==> config.mk <==
export PLATFORM = sky130hd
export DESIGN_NAME = ifd_top
export DESIGN_NICKNAME = d
export VERILOG_FILES = /design/src/rtl/ifd_pkg.sv /design/src/rtl/ifd_field_split.sv /design/src/rtl/ifd_addr_ctr.sv /design/src/rtl/ifd_assembler.sv /design/src/rtl/ifd_top.sv
export SDC_FILE = /design/constraint.sdc
export NUM_CORES = 1
export LEC_CHECK = 0
export BUFFER_PORTS_ARGS = -buffer_cell sky130_fd_sc_hd__buf_4
export CAP_MARGIN = 20
export CORE_UTILIZATION = 31
export CTS_BUF_LIST = sky130_fd_sc_hd__clkbuf_4
export DETAILED_ROUTE_END_ITERATION = 6
export PLACE_DENSITY = 0.46
export SLEW_MARGIN = 25
export SYNTH_ARGS = -nofsm -noshare
export SYNTH_HDL_FRONTEND = slang
export SYNTH_HIERARCHICAL = 1
export SYNTH_SLANG_ARGS = --single-unit
==> constraint.sdc <==
create_clock -name clk -period 5.1 [get_ports clk]
set_input_delay 0.51 -clock clk [delete_from_list [all_inputs] [get_ports clk]]
set_output_delay 0.51 -clock clk [all_outputs]
set_load 0.05 [all_outputs]
==> src/rtl/ifd_pkg.sv <==
package ifd_pkg;
  localparam int IW       = 16;
  localparam int OPC_W    = 5;
  localparam int REG_W    = 5;
  localparam int SRC_LSB  = 0;
  localparam int DST_LSB  = SRC_LSB + REG_W;
  localparam int OPC_LSB  = DST_LSB + REG_W;
  localparam int MODE_BIT = OPC_LSB + OPC_W;
  localparam logic [REG_W-1:0] LONG_TAG = {REG_W{1'b1}};

  typedef enum logic [1:0] {
    SRC_REG   = 2'd0,
    SRC_SHORT = 2'd1,
    SRC_LONG  = 2'd2
  } src_kind_e;

  typedef struct packed {
    logic             mode;
    logic [OPC_W-1:0] opc;
    logic [REG_W-1:0] dst;
    src_kind_e        kind;
    logic [REG_W-1:0] sreg;
    logic [IW-1:0]    operand;
  } dec_t;
endpackage

==> src/rtl/ifd_field_split.sv <==
module ifd_field_split
  import ifd_pkg::*;
(
  input  logic [IW-1:0] word,
  output logic          is_long,
  output dec_t          dec
);
  logic [REG_W-1:0] src;
  logic             mode;

  assign src  = word[SRC_LSB +: REG_W];
  assign mode = word[MODE_BIT];

  always_comb begin
    dec.mode    = mode;
    dec.opc     = word[OPC_LSB +: OPC_W];
    dec.dst     = word[DST_LSB +: REG_W];
    is_long     = !mode && (src == LONG_TAG);
    dec.kind    = SRC_REG;
    dec.sreg    = '0;
    dec.operand = '0;
    if (mode) begin
      dec.kind    = SRC_SHORT;
      dec.operand = IW'(src);
    end else if (is_long) begin
      dec.kind    = SRC_LONG;
    end else begin
      dec.sreg    = src;
    end
  end
endmodule

==> src/rtl/ifd_addr_ctr.sv <==
module ifd_addr_ctr #(
  parameter int AW = 16
) (
  input  logic          clk,
  input  logic          rst_n,
  input  logic          load,
  input  logic [AW-1:0] start,
  input  logic          step,
  output logic [AW-1:0] cnt
);
  always_ff @(posedge clk or negedge rst_n) begin
    if (!rst_n)    cnt <= '0;
    else if (load) cnt <= start;
    else if (step) cnt <= cnt + AW'(1);
  end
endmodule

==> src/rtl/ifd_assembler.sv <==
module ifd_assembler
  import ifd_pkg::*;
#(
  parameter int AW = 16
) (
  input  logic          clk,
  input  logic          rst_n,
  input  logic          flush,
  input  logic          accept,
  input  logic [IW-1:0] word,
  input  logic          first_long,
  input  dec_t          first_dec,
  input  logic [AW-1:0] cur_addr,
  input  logic          out_ready,
  output logic          out_valid,
  output dec_t          out_dec,
  output logic [AW-1:0] out_addr
);
  typedef enum logic {ST_FIRST, ST_SECOND} asm_state_e;

  asm_state_e    state;
  dec_t          pend_dec;
  logic [AW-1:0] pend_addr;
  logic          emit;
  logic          start_pair;

  assign start_pair = accept && (state == ST_FIRST) && first_long;
  assign emit       = accept && !start_pair;

  always_ff @(posedge clk or negedge rst_n) begin
    if (!rst_n) begin
      state     <= ST_FIRST;
      out_valid <= 1'b0;
    end else if (flush) begin
      state     <= ST_FIRST;
      out_valid <= 1'b0;
    end else begin
      if (emit)                       out_valid <= 1'b1;
      else if (out_valid && out_ready) out_valid <= 1'b0;
      if (start_pair)                     state <= ST_SECOND;
      else if (accept && state == ST_SECOND) state <= ST_FIRST;
    end
  end

  always_ff @(posedge clk) begin
    if (start_pair) begin
      pend_dec  <= first_dec;
      pend_addr <= cur_addr;
    end
    if (emit && !flush) begin
      if (state == ST_SECOND) begin
        out_dec         <= pend_dec;
        out_dec.operand <= word;
        out_addr        <= pend_addr;
      end else begin
        out_dec  <= first_dec;
        out_addr <= cur_addr;
      end
    end
  end
endmodule

==> src/rtl/ifd_top.sv <==
module ifd_top
  import ifd_pkg::*;
#(
  parameter int ADDR_W = 16
) (
  input  logic              clk,
  input  logic              rst_n,
  input  logic              flush,
  input  logic              addr_load,
  input  logic [ADDR_W-1:0] addr_start,
  input  logic              in_valid,
  output logic              in_ready,
  input  logic [15:0]       in_word,
  output logic              out_valid,
  input  logic              out_ready,
  output logic              out_mode,
  output logic [4:0]        out_opcode,
  output logic [4:0]        out_dst,
  output logic [1:0]        out_src_kind,
  output logic [4:0]        out_src_reg,
  output logic [15:0]       out_operand,
  output logic [ADDR_W-1:0] out_addr
);
  logic              accept;
  logic              first_long;
  dec_t              first_dec;
  dec_t              held_dec;
  logic [ADDR_W-1:0] cur_addr;

  assign in_ready = !flush && !addr_load && (!out_valid || out_ready);
  assign accept   = in_valid && in_ready;

  ifd_field_split u_split (
    .word    (in_word),
    .is_long (first_long),
    .dec     (first_dec)
  );

  ifd_addr_ctr #(.AW(ADDR_W)) u_ctr (
    .clk   (clk),
    .rst_n (rst_n),
    .load  (addr_load),
    .start (addr_start),
    .step  (accept),
    .cnt   (cur_addr)
  );

  ifd_assembler #(.AW(ADDR_W)) u_asm (
    .clk        (clk),
    .rst_n      (rst_n),
    .flush      (flush),
    .accept     (accept),
    .word       (in_word),
    .first_long (first_long),
    .first_dec  (first_dec),
    .cur_addr   (cur_addr),
    .out_ready  (out_ready),
    .out_valid  (out_valid),
    .out_dec    (held_dec),
    .out_addr   (out_addr)
  );

  assign out_mode     = held_dec.mode;
  assign out_opcode   = held_dec.opc;
  assign out_dst      = held_dec.dst;
  assign out_src_kind = held_dec.kind;
  assign out_src_reg  = held_dec.sreg;
  assign out_operand  = held_dec.operand;
endmodule

[Yosys cells after proc, flatten, opt, wreduce, memory -nomap -nowiden]
Cells that the tools add are included.
Word-level totals
  bits in registers: 102
  output and inout port bits: 52
  logic and storage cells: 53
Cells by class
  add/sub/neg operators: 1
  equality and inequality tests: 1
  multiplexer cells: 15
  bitwise gates (word level): 1
  reductions and logical operators: 19
Operator list (count)
  $mux 16: 3
  $mux 34: 1
  $add 16x1->16 const B: 1
  $mux 5: 3
  $logic_and 1x1->1: 10
  $mux 1: 6
  $reduce_bool 3->1: 2
  $eq 5x5->1 const B: 1
  $logic_not 1->1: 5
  $mux 2: 2
  $reduce_bool 2->1: 1
  $logic_or 1x1->1: 1
  $not 1->1: 1

[Longest topological paths before layout]
Gate-level depths: netlist (run 1).
  depth after elaboration: 10
  gate-level depth with buffers: 7
  depth with buffers taken out: 6

[Modules after synthesis]
The synthesis (run 1) kept the hierarchy.
Modules (own cells, without submodules)
  ifd_assembler: times used 1, cells an instance 151, area each 3502.1 um2
  ifd_addr_ctr: times used 1, cells an instance 99, area each 943.4 um2
  ifd_field_split: times used 1, cells an instance 43, area each 299.0 um2
  ifd_top: times used 1, cells an instance 4, area each 30.0 um2

[Least setup slack after synthesis (run 1)]
OpenSTA, ideal clock, no wires.
  kind: flip-flop to flip-flop
  start: register u_asm.out_valid
  end: register u_asm.out_addr[0] (enable)
  arrival: 3.763 ns
  slack: 0.879 ns
  stages on the path, launching flop included: 4
  path buffers: 0
  cells stage by stage: dfrtp_1 > a2111oi_2 > nand2b_1 > nor2_1
On the way
  longest elaborated chain between the ends: 9
RTL lines
  start, declared: line ifd_assembler.sv:15  | output logic out_valid,
  start signal, assigned: line ifd_assembler.sv:33  | out_valid <= 1'b0;
  start signal, assigned: line ifd_assembler.sv:36  | out_valid <= 1'b0;
  start signal, assigned: line ifd_assembler.sv:38  | if (emit) out_valid <= 1'b1;
  $logic_not 1->1 (*): line ifd_top.sv:30  | assign in_ready = !flush && !addr_load && (!out_valid || out_ready);
  $logic_or 1x1->1 (*): line ifd_top.sv:30
  $logic_and 1x1->1 (*): line ifd_top.sv:30
  $logic_and 1x1->1 (*): line ifd_top.sv:31  | assign accept = in_valid && in_ready;
  named net accept: line ifd_top.sv:24  | logic accept;
  $logic_and 1x1->1 (2 in a row): line ifd_assembler.sv:27  | assign start_pair = accept && (state == ST_FIRST) && first_long;
  $logic_not 1->1: line ifd_assembler.sv:28  | assign emit = accept && !start_pair;
  $logic_and 1x1->1 (*): line ifd_assembler.sv:28
  $logic_and 1x1->1 (*): line ifd_assembler.sv:50  | if (emit && !flush) begin
  end signal, assigned: line ifd_assembler.sv:54  | out_addr <= pend_addr;
  end signal, assigned: line ifd_assembler.sv:57  | out_addr <= cur_addr;
  end, declared: line ifd_assembler.sv:17  | output logic [AW-1:0] out_addr
The timed path passes the listed nets; every way through them passes the cells marked *.
A chain may end at the register's enable or synchronous reset.

[Final worst setup path (run 1)]
  start: register u_asm.state
  end: register u_asm/out_dec[9] (netlist name) (enable)
On the way
  longest elaborated chain between the ends: 6
RTL lines
  start, declared: line ifd_assembler.sv:21  | asm_state_e state;
  start signal, assigned: line ifd_assembler.sv:32  | state <= ST_FIRST;
  start signal, assigned: line ifd_assembler.sv:35  | state <= ST_FIRST;
  start signal, assigned: line ifd_assembler.sv:40  | if (start_pair) state <= ST_SECOND;
  $not 1->1: line ifd_assembler.sv:27
  $logic_and 1x1->1 (2 in a row): line ifd_assembler.sv:27
  $logic_not 1->1: line ifd_assembler.sv:28
  $logic_and 1x1->1: line ifd_assembler.sv:28
  $logic_and 1x1->1: line ifd_assembler.sv:50
  end signal, assigned: line ifd_assembler.sv:52  | out_dec <= pend_dec;
  end signal, assigned: line ifd_assembler.sv:56  | out_dec <= first_dec;
  end, declared: line ifd_assembler.sv:16  | output dec_t out_dec,
No other way between the ends.

==> impl_metrics.yaml, run 1 <==
drt:
  first_pass_iters: 5
  wl_per_cell_um: 15.81
  drc_errors: 0
  wl_um: 8946
  drt_iter0_markers: 138
  top_layer_used: "met4"
  drt-met1-wl_um: 4408
  wl_met3_um: 431
  wl_met2_um: 3939
  vias: 2522
  ant_nets: 0
  vias_per_cell: 4.456
cts:
  clk_latency_ps: 460
  clockBufferDepth: 2
  cts.sinks: 102
  cts_resized: 0
  cts_max_level: 3
  clkTransAtPathRegs_ps: 150
  clockRootBuffer: "clkbuf_4"
  postCtsSetupBuffers: 0
  postCtsHoldBufs: 1
  cts_tree: "yes"
  numCtsBuffers: 9
worst_hold_path:
  min_path_cells: 2
  holdPathEnd: "u_asm/state"
  hold_path_startpoint: "flush"
  hp-class: "primary input to flip-flop"
synthesis:
  syn_avg_cell_area_sq_um: 16.08
  synth.top_cell.area_share_pct: 52.83
  ys_seq_area_share_pct: 62.26
  synth.most_common_cell: "edfxtp_1"
  synth_top_cells_by_count: "edfxtp_1 (84), mux2_4 (49), buf_4 (25)"
  synthArstFlopShare_pct: 17.65
  yosysUniqueCellTypes: 46
  netlist_instances: 297
  yosys.area.top_type: "edfxtp_1"
  synth_edf_count: 84
  synthTopCellsByArea: "edfxtp_1 (53%), mux2_4 (15%), dfrtp_1 (9.4%)"
  yosys_warnings: 6
  syn-cell-area_sq_um: 4775
  ys.flop_type: "edfxtp_1"
  ys_ff_latch: 102
sta:
  worst_pin_slew_ps: 947.2
  drv_slew: 0
  tns_ps: 0
  clock_skew_ps: 12.04
  period_share_pct: 51.94
  timing.fmax_mhz: 377.5
  rsz0062_at_grt: "false"
  holdWs_ps: 232.9
  setup_viol: 0
  max-slew-margin-rel_pct: 36.85
  min_period_ps: 2649
  hold_viol: 0
place:
  numPortBuffers: 89
  hpwl_um: 6251
  globalplace.congestion: 0.7241
global_routing:
  antenna_found_initial: 0
  first_global_vias: 2613
  grtUsageTotal_pct: 11.90
  grt_max_degree: 54
  grt.overflow.total: 0
  grt_pass1_wl_um: 14210
setup_path:
  crit_path_top_delay_cell: "dfrtp_4"
  startpoint_type: "flip-flop"
  rrSetupSlack_ps: 2450
  cp_cell_sequence: "and2b_2 > nor2_4 > buf_16 > buf_4"
  cp-end-kind: "flip-flop"
  r2r-start: "u_asm/state"
  r2r_cells: 4
  critPathMaxFanout: 53
  regToRegEndpoint: "u_asm/out_dec[9]"
  cp.required_ps: 5280
  critical_path_arrival_ps: 2830
  path_class: "flip-flop to flip-flop"
  cpPeakStageDelay_ps: 1080
outcome:
  status: "complete, no violations"
power_and_ir_drop:
  peakVddDrop_uv: 84.67
  p_leak_uw: 0.002186
  total_power_uw: 1597
  p_per_area_nw_per_um2: 284.0
layout:
  insertedDiodeCount: 0
  fillers: 1429
  nets: 416
  drive_gt1_share_pct: 45.03
  areaGrowthSynthToFinish_pct: 17.74
floorplan:
  io_pins: 90
  die_area_sq_um: 15900
  die_w_um: 126.1
  core_sq_um: 14750
  die_y_um: 126.1
  placementRows: 44
  initial_core_util_pct: 32.36
flow_run:
  maxCapViolCount: 0
==> layout make-up <==
class                           count  area, sq um  share of cell area [%]
Tap cell                          184        230.2                   4.095
Sequential cell                   102         2977                   52.95
Clock inverter                      7        87.58                   1.558
Clock buffer                        9        67.56                   1.202
Timing Repair Buffer               94        728.2                   12.95
Inverter                           10        37.54                  0.6677
Multi-Input combinational cell    160         1494                   26.57
==> where the power goes <==
part,internal (uW),switching (uW),leakage [uW]
clock,196,271,0.0000791
sequential,929,27.6,0.000983
combinational,83.5,90.0,0.00112
==> worst max-delay path by stage <==
stage                               start                 end
after floorplan           u_asm/out_valid   u_asm/out_addr[0]
after global placement          addr_load    u_asm/out_dec[2]
after detailed placement        addr_load  u_asm/pend_dec[26]
after CTS                     u_asm/state    u_asm/out_dec[2]
after global routing          u_asm/state   u_asm/out_dec[10]
final                         u_asm/state    u_asm/out_dec[9]
==> metrics by stage <==
| stage | util [%] | worst slack [ps] | std cells | instance area, sq um |
|---|---|---|---|---|
| floorplan | - | 879.1 | 307 | 4812 |
| global placement | 36.80 | 2105 | 548 | 5429 |
| detailed placement | 36.98 | 2361 | 549 | 5456 |
| CTS | 38.10 | 2383 | 566 | 5622 |
| global route | 38.10 | 2292 | 566 | 5622 |
| finish | 38.10 | 2451 | 566 | 5622 |
==> layer usage <==
layer	global-route usage (%)	vias up
met5	0	-
li1	-	1217
met3	2.591	12
met2	17.45	76
met4	6.166	0
met1	16.48	1217
==> worst max-delay path, delay by kind of cell (launching register included) <==
kind                   cells  cell delay (ps)
flip-flops                 1             1080
AND/OR/NAND/NOR            2              810
buffers and inverters      2              460
==> logic make-up (layout without fill, tap and decap cells) <==
group,count (synthesis),after routing,share of synthesized area [%]
and+or+nand+nor,60,60,8.360
adders and majority gates,1,1,0.2620
muxes,51,51,15.85
xor gates and xnor gates,12,12,2.201
DFF,102,102,62.26
AOI/OAI and AO/OA,25,25,3.590
buffers and inverters,45,120,7.390
other,1,11,0.07854
==> placed cells by master, fill, tap and decap left out, drive strengths merged, types with 3 or more instances in the layout <==
cell / count
nand2b: 4
o21ai: 13
clkinv: 3
nor2: 6
nand4: 7
conb: 11
and2: 6
edfxtp: 84
dfrtp: 18
xor2: 5
a311oi: 3
xnor2: 7
mux2: 50
and4: 4
clkbuf: 9
inv: 11
nand3: 4
buf: 93
nand2: 18
==> flip-flops by register name, summed over array words and instances (netlist names) <==
name / flops
u_asm/state: 1
u_asm/out_dec: 34
u_asm/out_addr: 16
u_asm/pend_dec: 18
u_asm/out_valid: 1
u_ctr/cnt: 16
u_asm/pend_addr: 16
(Power assumes the default switching activity.)
==> run 2: changes to the inputs <==
Clock period 5.1 ns to 2.65 ns, I/O delays scaled along.
==> impl_metrics.yaml, run 2 (synthesis gave the netlist of run 1 again) <==
worst_hold_path:
  hp-class: "primary input to flip-flop"
  hold_path_startpoint: "out_ready"
power_and_ir_drop:
  p_clk_share_pct: 26.8
  p_leak_uw: 0.002272
  combPwrFrac_pct: 12.0
  p_per_area_nw_per_um2: 512.3
  peakVddDrop_uv: 202.7
  cell_internal_pwr_uw: 2274
  seq_power_share_pct: 61.2
  p_sw_uw: 733.9
  sw_frac_of_total_pct: 24.40
setup_path:
  regToRegEndpoint: "u_ctr/cnt[15]"
  crit_path_end: "u_ctr/cnt[15]"
  critical_path_arrival_ps: 2330
  path_class: "flip-flop to flip-flop"
  r2r_cells: 6
  timing.critical_path.from: "u_asm/out_valid"
  startpoint_type: "flip-flop"
  cp.required_ps: 3010
  cp-end-kind: "flip-flop"
  critPathMaxFanout: 8
  rrSetupSlack_ps: 680
  r2r-start: "u_asm/out_valid"
floorplan:
  placementRows: 44
  die_w_um: 126.1
  die_y_um: 126.1
  io_pins: 90
  initial_core_util_pct: 32.36
  die_area_sq_um: 15900
  core_sq_um: 14750
cts:
  numCtsBuffers: 9
  clk_latency_ps: 460
  cts.sinks: 102
  cts_resized: 0
  postCtsSetupBuffers: 0
  clockRootBuffer: "clkbuf_4"
  cts_max_level: 3
  clockBufferDepth: 2
  clkTransAtPathRegs_ps: 150
  cts_tree: "yes"
flow_run:
  maxCapViolCount: 0
layout:
  multiInputGateArea_sq_um: 1506
  final_cell_mix: "buf_4 (90), edfxtp_1 (84), mux2_4 (49)"
  fillers: 1433
  drive_gt1_share_pct: 42.86
  register_area_sq_um: 2978
  reg.largest.list: "u_asm/out_dec (34), u_asm/pend_dec (18)"
  largest-register: "u_asm/out_dec"
  areaGrowthSynthToFinish_pct: 22.96
  largest_reg_flops: 34
  layout_commonest_cell: "buf_4"
  insertedDiodeCount: 0
  nets: 440
  design_area_sq_um: 5871
drt:
  wl_per_cell_um: 14.82
  ant_nets: 0
  first_pass_iters: 4
  drt_iter0_markers: 180
  drc_errors: 0
  wl_um: 8746
  vias_per_cell: 4.385
  vias: 2587
sta:
  min_period_ps: 1966
  tns_ps: 0
  clock_skew_ps: 15.32
  period_share_pct: 74.18
  hold_viol: 0
  worst_slack_ps: 684.2
  setup_viol: 0
  holdWs_ps: 45.59
  timing.fmax_mhz: 508.7
  rsz0062_at_grt: "false"
  drv_slew: 0
global_routing:
  grt_pass1_wl_um: 14130
  grt_max_degree: 51
  grtUsageTotal_pct: 11.66
  antenna_found_initial: 0
  first_global_vias: 2603
  grt.overflow.total: 0
place:
  hpwl_um: 5668
  globalplace.congestion: 0.7475
  dpl-instance-area_sq_um: 5488
  numPortBuffers: 89
  dp_worst_setup_slack_ps: 647.9
outcome:
  status: "complete, no violations"
[run 2: worst max-delay path, cell delays in order (launching register included)]
cell	delay, ps
dfrtp_2	470
a2111oi_4	340
buf_4	230
nand4_4	150
nor2_2	270
a31oi_1	120
o31a_1	280
[run 2: repair_timing]
action | CTS | global route
hold buffers | 25 | 0
endpoints found under the hold margin | 42 | 0
endpoints found under the setup margin | 0 | 0
[run 2: stage by stage]
step / total power [uW] / utilization (%) / cells
5_1_grt: 3143 / 39.79 / 590
2_1_floorplan: 2104 / - / 307
3_3_place_gp: 2208 / 37.19 / 549
6_report: 3007 / 39.79 / 590
3_5_place_dp: 2213 / 37.19 / 549
4_1_cts: 3062 / 39.79 / 590
[run 2: layout make-up]
class / count / area share (%)
flip-flops and latches: 102 / 50.72
multi-input cells: 160 / 25.66
repair buffers: 118 / 16.79
well taps: 184 / 3.922
clock buffers: 11 / 1.407
clock inverters: 5 / 0.8525
inverters: 10 / 0.6394
[run 2: layer usage]
layer / track usage [%] / vias up / share of wire, %
li1: - / 1271 / -
met1: 16.27 / 1223 / 50
met2: 16.80 / 81 / 43
met3: 2.719 / 12 / 5.1
met4: 6.024 / 0 / 1.9
met5: 0 / - / 0
[run 2: worst min path at each step]
stage               depth (start not counted)         endpoint  slack (ps)
global route                                3  u_asm/out_valid          10
floorplan                                   0  u_asm/out_valid         -30
global placement                            1     u_ctr/cnt[9]         150
CTS                                         3  u_asm/out_valid         0.7
detailed placement                          1     u_ctr/cnt[9]         160
finish                                      3  u_asm/out_valid          50
[run 2: power by group through the flow]
stage          clock, uW  combinational [uW]  sequential [uW]
3_3_place_gp           0                 331             1880
6_report             806                 361             1840
3_5_place_dp           0                 335             1880
2_1_floorplan          0                 176             1930
5_1_grt              901                 391             1850
4_1_cts              854                 366             1840
